===== src/rtl/fifo_mon_pkg.sv =====
package fifo_mon_pkg;

  localparam int unsigned ERR_OVERFLOW  = 0;
  localparam int unsigned ERR_UNDERFLOW = 1;
  localparam int unsigned ERR_COUNT     = 2;
  localparam int unsigned ERR_SPURIOUS  = 3;
  localparam int unsigned ERR_PASS_DATA = 4;
  localparam int unsigned ERR_HELD_DATA = 5;
  localparam int unsigned ERR_ACCEPT    = 6;
  localparam int unsigned ERR_OCCUPY    = 7;
  localparam int unsigned ERR_SLOT      = 8;
  localparam int unsigned NUM_ERR       = 9;

  // Next position on a ring of `depth` entries.
  function automatic int unsigned ring_next(int unsigned pos, int unsigned depth);
    return (pos == depth - 1) ? 0 : pos + 1;
  endfunction

  // Reads still due before `slot` is read, given the current read position.
  function automatic int unsigned reads_until_slot(int unsigned slot, int unsigned rd,
                                                   int unsigned depth);
    return (slot >= rd) ? (slot - rd) : (slot + depth - rd);
  endfunction

endpackage


===== src/rtl/mon_position.sv =====
module mon_position #(
  parameter int unsigned DEPTH = 5,
  parameter int unsigned IDXW  = 3
) (
  input  logic            clk,
  input  logic            rst,
  input  logic            fire,
  output logic [IDXW-1:0] pos
);
  import fifo_mon_pkg::*;

  always_ff @(posedge clk) begin
    if (rst)       pos <= '0;
    else if (fire) pos <= IDXW'(ring_next(32'(pos), DEPTH));
  end
endmodule


===== src/rtl/mon_occupancy.sv =====
module mon_occupancy #(
  parameter int unsigned DEPTH = 5,
  parameter int unsigned CNTW  = 3
) (
  input  logic            clk,
  input  logic            rst,
  input  logic            push,
  input  logic            pop,
  output logic [CNTW-1:0] count,
  output logic            ev_over,
  output logic            ev_under
);
  logic at_full, at_empty;

  assign at_full  = (count == CNTW'(DEPTH));
  assign at_empty = (count == '0);
  assign ev_over  = push && !pop && at_full;
  assign ev_under = pop && !push && at_empty;

  always_ff @(posedge clk) begin
    if (rst) begin
      count <= '0;
    end else if (push && !pop && !at_full) begin
      count <= count + CNTW'(1);
    end else if (pop && !push && !at_empty) begin
      count <= count - CNTW'(1);
    end
  end
endmodule


===== src/rtl/mon_holding.sv =====
module mon_holding #(
  parameter int unsigned DW = 8
) (
  input  logic          clk,
  input  logic          rst,
  input  logic          s_in,
  input  logic          s_out,
  input  logic [DW-1:0] in_data,
  input  logic [DW-1:0] out_data,
  output logic          full,
  output logic          ev_spurious,
  output logic          ev_pass_data,
  output logic          ev_held_data,
  output logic          ev_accept
);
  logic [DW-1:0] held;

  assign ev_spurious  = !full && s_out && !s_in;
  assign ev_pass_data = !full && s_out && s_in && (out_data != in_data);
  assign ev_held_data = full && s_out && (out_data != held);
  assign ev_accept    = full && s_in && !s_out;

  always_ff @(posedge clk) begin
    if (rst) begin
      full <= 1'b0;
      held <= '0;
    end else if (!full) begin
      if (s_in && !s_out) begin
        full <= 1'b1;
        held <= in_data;
      end
    end else if (s_out) begin
      full <= s_in;
      if (s_in) held <= in_data;
    end
  end
endmodule


===== src/rtl/fifo_slot_monitor.sv =====
module fifo_slot_monitor
  import fifo_mon_pkg::*;
#(
  parameter  int unsigned DEPTH = 5,
  parameter  int unsigned DW    = 8,
  localparam int unsigned CNTW  = $clog2(DEPTH + 1),
  localparam int unsigned IDXW  = (DEPTH > 1) ? $clog2(DEPTH) : 1
) (
  input  logic               clk,
  input  logic               rst,
  input  logic [IDXW-1:0]    slot_sel,
  input  logic               in_valid,
  input  logic               in_ready,
  input  logic [DW-1:0]      in_data,
  input  logic               out_valid,
  input  logic               out_ready,
  input  logic [DW-1:0]      out_data,
  input  logic [CNTW-1:0]    fifo_count,
  output logic [NUM_ERR-1:0] err_flags
);

  logic [IDXW-1:0] slot_q;
  logic            slot_ok;
  logic            wr_fire, rd_fire;
  logic            samp_in, samp_out;
  logic [IDXW-1:0] wr_pos, rd_pos;
  logic [CNTW-1:0] occ_count;
  logic [CNTW-1:0] pend_reads;
  logic            hold_full;
  logic [NUM_ERR-1:0] err_event;

  always_ff @(posedge clk) begin
    if (rst) slot_q <= slot_sel;
  end

  assign slot_ok  = (32'(slot_q) < DEPTH);
  assign wr_fire  = in_valid && in_ready;
  assign rd_fire  = out_valid && out_ready;
  assign samp_in  = wr_fire && (wr_pos == slot_q);
  assign samp_out = rd_fire && (rd_pos == slot_q);

  mon_position #(.DEPTH(DEPTH), .IDXW(IDXW)) u_wr_pos (
    .clk(clk), .rst(rst), .fire(wr_fire), .pos(wr_pos)
  );

  mon_position #(.DEPTH(DEPTH), .IDXW(IDXW)) u_rd_pos (
    .clk(clk), .rst(rst), .fire(rd_fire), .pos(rd_pos)
  );

  mon_occupancy #(.DEPTH(DEPTH), .CNTW(CNTW)) u_occ (
    .clk      (clk),
    .rst      (rst),
    .push     (wr_fire),
    .pop      (rd_fire),
    .count    (occ_count),
    .ev_over  (err_event[ERR_OVERFLOW]),
    .ev_under (err_event[ERR_UNDERFLOW])
  );

  mon_holding #(.DW(DW)) u_hold (
    .clk          (clk),
    .rst          (rst),
    .s_in         (samp_in),
    .s_out        (samp_out),
    .in_data      (in_data),
    .out_data     (out_data),
    .full         (hold_full),
    .ev_spurious  (err_event[ERR_SPURIOUS]),
    .ev_pass_data (err_event[ERR_PASS_DATA]),
    .ev_held_data (err_event[ERR_HELD_DATA]),
    .ev_accept    (err_event[ERR_ACCEPT])
  );

  assign pend_reads = CNTW'(reads_until_slot(32'(slot_q), 32'(rd_pos), DEPTH));

  assign err_event[ERR_COUNT]  = (occ_count != fifo_count);
  assign err_event[ERR_OCCUPY] = slot_ok && (hold_full != (pend_reads < occ_count));
  assign err_event[ERR_SLOT]   = !slot_ok;

  for (genvar g = 0; g < NUM_ERR; g++) begin : g_sticky
    always_ff @(posedge clk) begin
      if (rst)               err_flags[g] <= 1'b0;
      else if (err_event[g]) err_flags[g] <= 1'b1;
    end
  end

endmodule


===== config.mk =====
export PLATFORM = sky130hd
export DESIGN_NAME = fifo_slot_monitor
export DESIGN_NICKNAME = d
export VERILOG_FILES = /design/src/rtl/fifo_mon_pkg.sv /design/src/rtl/mon_position.sv /design/src/rtl/mon_occupancy.sv /design/src/rtl/mon_holding.sv /design/src/rtl/fifo_slot_monitor.sv
export SDC_FILE = /design/constraint.sdc
export NUM_CORES = 1
export LEC_CHECK = 0
export BUFFER_PORTS_ARGS = -buffer_cell sky130_fd_sc_hd__buf_4
export CORE_MARGIN = 4
export CORE_UTILIZATION = 50
export CTS_CLUSTER_SIZE = 25
export DETAILED_ROUTE_END_ITERATION = 6
export GPL_TIMING_DRIVEN = 1
export MAX_ROUTING_LAYER = met4
export PLACE_DENSITY = 0.72
export RECOVER_POWER = 50
export SYNTH_ARGS = -nofsm -noshare
export SYNTH_HDL_FRONTEND = slang
export SYNTH_SLANG_ARGS = --single-unit

===== constraint.sdc =====
create_clock -name clk -period 7 [get_ports clk]
set_input_delay 0.35 -clock clk [delete_from_list [all_inputs] [get_ports clk]]
set_output_delay 0.35 -clock clk [all_outputs]
set_load 0.01 [all_outputs]

# ---- Word-level counts from Yosys, hierarchy flattened
# Cells that the tools add are included.
dict set report op_classes {
  add_sub_neg 7
  order_cmp 3
  n_eq_ne 11
  muxes 12
  reduce_logical 31
}
# cell count
set op_table {}
lappend op_table {{two-way mux 8 bit} 4}
lappend op_table {{logical AND 1 bit} 20}
lappend op_table {{inequality test 8 bit} 2}
lappend op_table {{two-way mux 3 bit} 5}
lappend op_table {{adder 3 x 1 -> 3 bit (second input constant)} 3}
lappend op_table {{== test 3 bit (second input constant)} 3}
lappend op_table {{logical NOT 1 bit} 7}
lappend op_table {{== test 3 bit} 2}
lappend op_table {{subtractor 3 bit} 2}
lappend op_table {{inequality test 2 x 1 -> 1 bit (second input constant)} 2}
lappend op_table {{nonzero test 2 bit} 2}
lappend op_table {{adder 3 bit (second input constant)} 1}
lappend op_table {{>= comparator 3 bit} 1}
lappend op_table {{logical NOT 3 bit} 1}
lappend op_table {{less-than comparator 3 bit} 1}
lappend op_table {{less-than comparator 3 bit (second input constant)} 1}
lappend op_table {{two-way mux 1 bit} 3}
lappend op_table {{inequality test 3 bit} 1}
lappend op_table {{AND reduction 3 bit} 1}
lappend op_table {{subtractor 3 x 1 -> 3 bit (second input constant)} 1}
lappend op_table {{inequality test 1 bit} 1}
dict set report totals {
  ff_bits 30
  output_inout_bits 9
  elab_cells 79
}

# ---- Longest topological paths before layout
# Gate-level depths: netlist of run 1.
dict set report logic_depth {
  depth_word 6
  ltp_mapped 12
}

# ---- Hierarchy
# Synthesis of run 1 repeated with hierarchy kept, for this count alone.
dict set report unflattened {
  cells_unflattened 213
  hier_area_um2 1853.0
}
# mod instances cells_per_inst area_each_um2 seq_area_each_um2
set modules_own_cells {}
lappend modules_own_cells {fifo_slot_monitor 1 81 730.7 270.3}
lappend modules_own_cells {mon_holding 1 68 560.5 180.2}
lappend modules_own_cells {mon_position 2 16 151.4 60.1}
lappend modules_own_cells {mon_occupancy 1 32 259.0 60.1}

# ---- Worst setup path before layout of run 1
# Ideal clock, no wire load.
dict set report synth_path {
  path_type {register to register}
  start {register slot_q[0]}
  end {register err_flags[7]}
  arrival_time_ns 2.394
  t_required_ns 6.894
  slack_ns 4.500
  stages_incl_launch_ff 11
  n_path_buf 0
  synth_period_minus_slack_ns 2.500
  path_cell_list {edfxtp_1 -> inv_1 -> ha_1 -> nand2b_1 -> a21o_1 -> a21oi_1 -> mux2_2 -> ha_1 -> a311oi_1 -> a21oi_1 -> o311ai_0}
}
dict set report synth_between {
  elab_chain_cells 6
  elab_cells_between_ends 9
  cone_classes {3 x add/sub; 3 x order compare; 1 x eq/ne; 1 x mux; 1 x reduce/logical}
}
# item line_no
set synth_lines {}
lappend synth_lines {{from (decl)} fifo_slot_monitor.sv:22} ;# logic [IDXW-1:0] slot_q;
lappend synth_lines {{from (signal assigned)} fifo_slot_monitor.sv:33} ;# if (rst) slot_q <= slot_sel;
lappend synth_lines {{adder 3 bit} fifo_mon_pkg.sv:22} ;# return (slot >= rd) ? (slot - rd) : (slot + depth - rd);
lappend synth_lines {{subtractor 3 bit} fifo_mon_pkg.sv:22}
lappend synth_lines {{two-way mux 3 bit} fifo_mon_pkg.sv:22}
lappend synth_lines {{less-than comparator 3 bit} fifo_slot_monitor.sv:77} ;# assign err_event[ERR_OCCUPY] = slot_ok && (hold_full != (pend_reads < occ_count));
lappend synth_lines {{inequality test 1 bit} fifo_slot_monitor.sv:77}
lappend synth_lines {{logical AND 1 bit *} fifo_slot_monitor.sv:77}
lappend synth_lines {{to (signal, indexed assignment)} fifo_slot_monitor.sv:82} ;# if (rst) err_flags[g] <= 1'b0;
lappend synth_lines {{to (signal, indexed assignment)} fifo_slot_monitor.sv:83} ;# else if (err_event[g]) err_flags[g] <= 1'b1;
lappend synth_lines {{to (decl)} fifo_slot_monitor.sv:19} ;# output logic [NUM_ERR-1:0] err_flags
# Every way passes the cells marked *; elsewhere a longest branch is shown, timed or not.
# A chain may end at the register's enable or synchronous reset.

# ---- Final worst setup path of run 1
# Ends and elaborated chain as after synthesis.

==> qor.txt, run 1 <==
Run status - complete, no violations
Die area - 4590 µm²
Clock power share - 0.263
Average cell area after synthesis - 8.85 µm²
GRT overflow - 0
Sw power - 111 µW
Top FF cell, synth - dfxtp_1
CTS Buf Count - 5
Worst skew pair latency - 0.33 ns
DP HPWL - 2.80 mm
RSZ-0062 raised after global routing - false
Slew @ Worst Pin - 1.41 ns
Peak Freq - 0.366 GHz
Core box area - 3390 µm²
CTS tree - built
First-pass GRT wire length - 5.98 mm
Initial antenna violation count - 0
Root Buffer - clkbuf_4
Post-CTS Resized - 0
Hold buffers post-CTS - 0
Fin. max-slew vios - 0
Final hold violations - 0
Sequential area share after synthesis - 0.353
Switching share of power - 0.298
Synth Area in Adders - 0.106
Crit share post-route - 0.391
Finished Layout Cells - 286
P_leak - 0.962 nW
Hold Slack - 0.210 ns
WL final - 3.57 mm
Worst setup SP type - flop
Worst ir drop on vdd - 0.119 mV
DIE HEIGHT - 67.8 µm
CTS sink cnt - 30
IO Count - 37
Htree depth - 2
P_int - 261 µW
Compound-Gate Fraction of Synth Area - 0.141
Post-synthesis mux area share - 0.0567
Post-CTS Setup Inserts - 0
Clock Skew - 0.00715 ns
Post-synth ARST share - 0
# rows - 21
Post-route antenna net violation count - 0
ANT cells - 0
Setup TNS - 0 ns
Via-per-instance ratio - 5.21
# fillers - 323
Initial Utilization - 0.527
Post-synthesis xor/xnor area fraction - 0.118
Clk slew on worst S/H paths - 0.09 ns
Detailed-router iteration count before antenna repair - 4
Sequential Power Share - 0.515
Area share of and/or/nand/nor cells after synthesis - 0.181
Die W - 67.8 µm
Relative slew slack - 0.0609
DR WL/cell - 12.5 µm
Vias - 1,491
CTS max path bufs - 2
Max_cap viols - 0
Cell Pwr Density - 177 nW/µm²
Class of the most critical setup path - reg -> reg
Detailed router's first-iteration violation count - 113
Largest family of logic cells by synthesized area - simple AND/OR/NAND/NOR gates
Worst r2r src - slot_q[0]
Combinational power share - 0.222
Netlist cell types - 41
Final #Nets - 281
Worst setup path end - err_flags[7]
Vias in the first global route - 1,330
Overall Global Routing Usage - 0.179
R2R setup slack - 4.27 ns
Post-Syn Instances - 202
Worst Path Required - 7.23 ns
Crit-path max FO - 4
Ys Warns - 0
DRC - 0
Syn Nets - 244
Largest net degree at the start of global routing - 33
Crit path launch - slot_q[0]
Synth top area share - 0.303
R2R depth - 10
# placed instances - 278
WP data arrival - 2.96 ns
I/O Buffers - 36
Fin crit period - 2.73 ns
Post-synth top area cell - dfxtp_1
Syn-to-layout area delta - 17.9%
EDFF count, synth - 3
Synthesized area - 1790 µm²
Register bit total from synthesis - 30
Endpoints failing setup - 0
Hold Path Class - in -> reg
Ranking of synthesized cells by area - dfxtp_1, xor2_1, ha_1
Crit. End Element - flop
GP Congestion - 0.782
Terminus of the critical flop-to-flop path - err_flags[7]
Ratio of cells with drive above 1 in the final layout - 0.163
## worst min-delay path by stage
| stage | to | startpoint | slack [ns] | depth (start not counted) |
|---|---|---|---|---|
| after global routing | slot_q[1] | slot_sel[1] | 0.18 | 1 |
| final | slot_q[2] | slot_sel[2] | 0.21 | 1 |
| after detailed placement | err_flags[5] | err_flags[5] | 0.47 | 2 |
| after global placement | err_flags[8] | err_flags[8] | 0.45 | 2 |
| after floorplan | slot_q[0] | slot_sel[0] | 0.45 | 0 |
| after CTS | slot_q[2] | slot_sel[2] | 0.18 | 1 |
## layer usage
metal / vias up / global-route usage / share of wire
met1: 681 / 0.225 / 0.47
met3: 8 / 0.0433 / 0.045
li1: 772 / - / -
met2: 30 / 0.272 / 0.47
met5: - / - / 0
met4: 0 / 0.0819 / 0.018
## final cells by class
cell class | count | area [µm²] | share of cell area
Tap cell | 46 | 57.6 | 0.0273
Inverter | 15 | 56.3 | 0.0267
Clock buffer | 8 | 48.8 | 0.0232
Sequential cell | 30 | 631 | 0.299
Multi-Input combinational cell | 151 | 1080 | 0.511
Timing Repair Buffer | 36 | 236 | 0.112
## cell usage after synthesis (2+ instances only)
| library cell | n |
|---|---|
| mux2i_1 | 9 |
| a21oi_1 | 14 |
| o21ai_0 | 10 |
| nor3_1 | 2 |
| or3_1 | 2 |
| nand3b_1 | 2 |
| nand3_1 | 2 |
| dfxtp_1 | 27 |
| inv_1 | 15 |
| nand2b_1 | 2 |
| nor2_1 | 28 |
| fa_1 | 2 |
| a211oi_1 | 3 |
| nand2_1 | 10 |
| a31oi_1 | 3 |
| edfxtp_1 | 3 |
| nor4_1 | 5 |
| ha_1 | 12 |
| a21o_1 | 2 |
| clkbuf_1 | 6 |
| xor2_1 | 23 |
## placed cells by master, fill, tap and decap left out, types with 2 or more instances in the layout
cell,n
clkbuf_1,12
nand2b_1,2
xor2_1,23
nor3_1,2
nor4_1,5
mux2i_1,9
nor2_1,28
a21o_1,2
clkbuf_4,8
or3_1,2
ha_1,12
dfxtp_1,27
inv_1,15
buf_4,24
nand3b_1,2
o21ai_0,10
nand2_1,10
a31oi_1,3
nand3_1,2
edfxtp_1,3
fa_1,2
a21oi_1,14
a211oi_1,3
## cells by family (layout without fill, tap and decap cells)
logic type,Yosys count,in the layout
multiplexers,10,10
XOR/XNOR,24,24
AND/OR/NAND/NOR,62,62
adder cells (fa/ha/maj),14,14
buffers and inverters,21,59
flip-flops,30,30
AO/OA/AOI/OAI,41,41
## sequential cells by signal, summed over array words and instances (netlist names)
name and flops:
u_wr_pos.pos 3, u_occ.count 3, u_hold.held 8, err_flags 9, u_rd_pos.pos 3, slot_q 3, u_hold.full 1
## stage by stage
stage | power (mW) | setup WS, ns | util | instance area (µm²)
2_1_floorplan | 0.250 | 4.50 | - | 1790
3_3_place_gp | 0.280 | 4.41 | 0.617 | 2090
3_5_place_dp | 0.282 | 4.33 | 0.617 | 2090
4_1_cts | 0.380 | 4.31 | 0.632 | 2140
5_1_grt | 0.400 | 4.10 | 0.622 | 2110
6_report | 0.373 | 4.27 | 0.622 | 2110
## power groups by stage
stage	Clock [mW]	Sequential, mW	Combinational (mW)
final	0.0980	0.192	0.0828
after global routing	0.113	0.194	0.0937
after CTS	0.102	0.192	0.0864
after detailed placement	0	0.196	0.0858
after global placement	0	0.196	0.0847
after floorplan	0	0.193	0.0565
## critical path, cell delays in order, from the launching register on
cell	delay (ns)
edfxtp_1	0.42
inv_1	0.06
ha_1	0.34
nand2b_1	0.16
a21o_1	0.17
a21oi_1	0.23
mux2_2	0.37
ha_1	0.19
a311oi_1	0.27
a21oi_1	0.12
o311ai_0	0.30
(Power assumes the default switching activity.)
==> inputs of run 2 (changes only) <==
clock period = 2.6 ns   (was 7 ns; I/O delays follow)
==> qor.txt, run 2 (synthesis gave the netlist of run 1 again) <==
CTS tree - built (unchanged)
DRC - 0 (unchanged)
Clock Skew - 0.00826 ns (was 0.00715 ns)
R2R depth - 10 (unchanged)
Htree depth - 2 (unchanged)
Endpoints failing setup - 0 (unchanged)
CTS sink cnt - 30 (unchanged)
DP HPWL - 2.84 mm (was 2.80 mm)
ANT cells - 0 (unchanged)
Vias in the first global route - 1,453 (was 1,330)
WP data arrival - 2.65 ns (was 2.96 ns)
GP Congestion - 0.824 (was 0.782)
Cell Pwr Density - 478 nW/µm² (was 177 nW/µm²)
Vias - 1,474 (was 1,491)
Largest register by flop count - err_flags (unchanged)
Via-per-instance ratio - 5.01 (was 5.21)
First-pass GRT wire length - 6.41 mm (was 5.98 mm)
P_leak - 1.01 nW (was 0.962 nW)
Fin crit period - 2.44 ns (was 2.73 ns)
Core box area - 3390 µm² (unchanged)
Worst ir drop on vdd - 0.361 mV (was 0.119 mV)
Largest regs - err_flags (9), u_hold.held (8) (unchanged)
Post-CTS Setup Inserts - 0 (unchanged)
DP Worst Slack - -0.0120 ns (was 4.33 ns)
Worst Path Required - 2.81 ns (was 7.23 ns)
Worst setup SP type - flop (unchanged)
CTS Buf Count - 5 (unchanged)
Post-route antenna net violation count - 0 (unchanged)
Crit-path max FO - 5 (was 4)
WL final - 3.71 mm (was 3.57 mm)
Final core utilization - 0.647 (was 0.622)
Die area - 4590 µm² (unchanged)
R2R setup slack - 0.16 ns (was 4.27 ns)
Initial antenna violation count - 0 (unchanged)
Ratio of cells with drive above 1 in the final layout - 0.190 (was 0.163)
Worst r2r src - slot_q[1] (was slot_q[0])
Max FFs per register - 9 (unchanged)
DIE HEIGHT - 67.8 µm (unchanged)
Root Buffer - clkbuf_4 (unchanged)
Detailed router's first-iteration violation count - 84 (was 113)
Fin. max-slew vios - 0 (unchanged)
Clk slew on worst S/H paths - 0.09 ns (about the same)
CTS max path bufs - 2 (unchanged)
Worst hold path startpoint - in_data[6] (was slot_sel[2])
Crit share post-route - 0.939 (was 0.391)
Worst skew pair latency - 0.33 ns (about the same)
Final hold violations - 0 (unchanged)
GRT overflow - 0 (unchanged)
I/O Buffers - 36 (unchanged)
Hold path depth - 3 (was 1)
Largest net degree at the start of global routing - 33 (unchanged)
Overall Global Routing Usage - 0.193 (was 0.179)
# fillers - 302 (was 323)
Run status - complete, no violations (unchanged)
# rows - 21 (unchanged)
Slew @ Worst Pin - 1.44 ns (was 1.41 ns)
Hold Path Class - in -> reg (unchanged)
Crit. End Element - flop (unchanged)
Most frequent cells in the layout - nor2_1, buf_4, dfxtp_1, xor2_1, inv_1 (was nor2_1, dfxtp_1, buf_4, xor2_1, inv_1)
Peak Freq - 0.410 GHz (was 0.366 GHz)
Syn-to-layout area delta - 22.7% (was 17.9%)
Initial Utilization - 0.527 (unchanged)
Class of the most critical setup path - reg -> reg (unchanged)
IO Count - 37 (unchanged)
Setup WS post-layout - 0.159 ns (was 4.27 ns)
Hold Slack - 0.0410 ns (was 0.210 ns)
Die W - 67.8 µm (unchanged)
Relative slew slack - 0.0422 (was 0.0609)
Final #Nets - 289 (was 281)
Max_cap viols - 0 (unchanged)
Terminus of the critical flop-to-flop path - err_flags[7] (unchanged)
Hold Crit Endpoint - u_hold.held[6] (was slot_q[2])
Pwr Total - 1.05 mW (was 373 µW)
DR WL/cell - 12.6 µm (was 12.5 µm)
Setup TNS - 0 ns (unchanged)
Detailed-router iteration count before antenna repair - 4 (unchanged)
RSZ-0062 raised after global routing - false (unchanged)
==> run 2: critical path, cell delays in order, from the launching register on <==
cell and delay [ns]:
edfxtp_1 0.42, inv_1 0.06, ha_1 0.35, a21o_1 0.19, a21oi_2 0.17, mux2_2 0.36
ha_1 0.20, a311oi_2 0.23, a21oi_1 0.11, o21ai_1 0.13, o311ai_1 0.10
==> run 2: repair_timing <==
action                                 CTS  global route
endpoints found under the hold margin    3             0
gates cloned                             0             0
gates resized for setup                  1             3
pin swaps                                0             1
setup endpoints to repair                1             1
hold buffers                             3             0
==> run 2: metal layers <==
| metal | wire, µm | track usage |
|---|---|---|
| met1 | 1680 | 0.234 |
| met2 | 1750 | 0.298 |
| met3 | 186 | 0.0566 |
| met4 | 99 | 0.0794 |
| met5 | 0 | - |
==> run 2: area by class of cell <==
type | instances | area [µm²] | area share
clock buffers | 7 | 55.1 | 0.0251
clock inverters | 1 | 5.00 | 0.00228
inverters | 15 | 56.3 | 0.0257
multi-input cells | 151 | 1090 | 0.496
flip-flops and latches | 30 | 631 | 0.288
well taps | 46 | 57.6 | 0.0263
repair buffers | 44 | 300 | 0.137
==> run 2: how the worst max path moves through the flow <==
stage / startpoint / end / depth (start not counted)
2_1_floorplan: slot_q[0] / err_flags[7] / 10
3_5_place_dp: slot_q[1] / err_flags[7] / 9
3_3_place_gp: slot_q[0] / err_flags[7] / 10
5_1_grt: slot_q[0] / err_flags[7] / 11
4_1_cts: slot_q[0] / err_flags[7] / 11
6_report: slot_q[1] / err_flags[7] / 10
==> run 2: power by group <==
part           internal, mW  leakage [nW]  switching, mW
Combinational         0.120         0.721          0.127
Clock                 0.131        0.0353          0.156
Sequential            0.490         0.249         0.0244
Total                 0.740          1.01          0.308
==> run 2: through the flow <==
step	instances	area (µm²)
2_1_floorplan	202	1790
5_1_grt	294	2190
3_3_place_gp	283	2130
4_1_cts	294	2220
3_5_place_dp	283	2130
6_report	294	2190
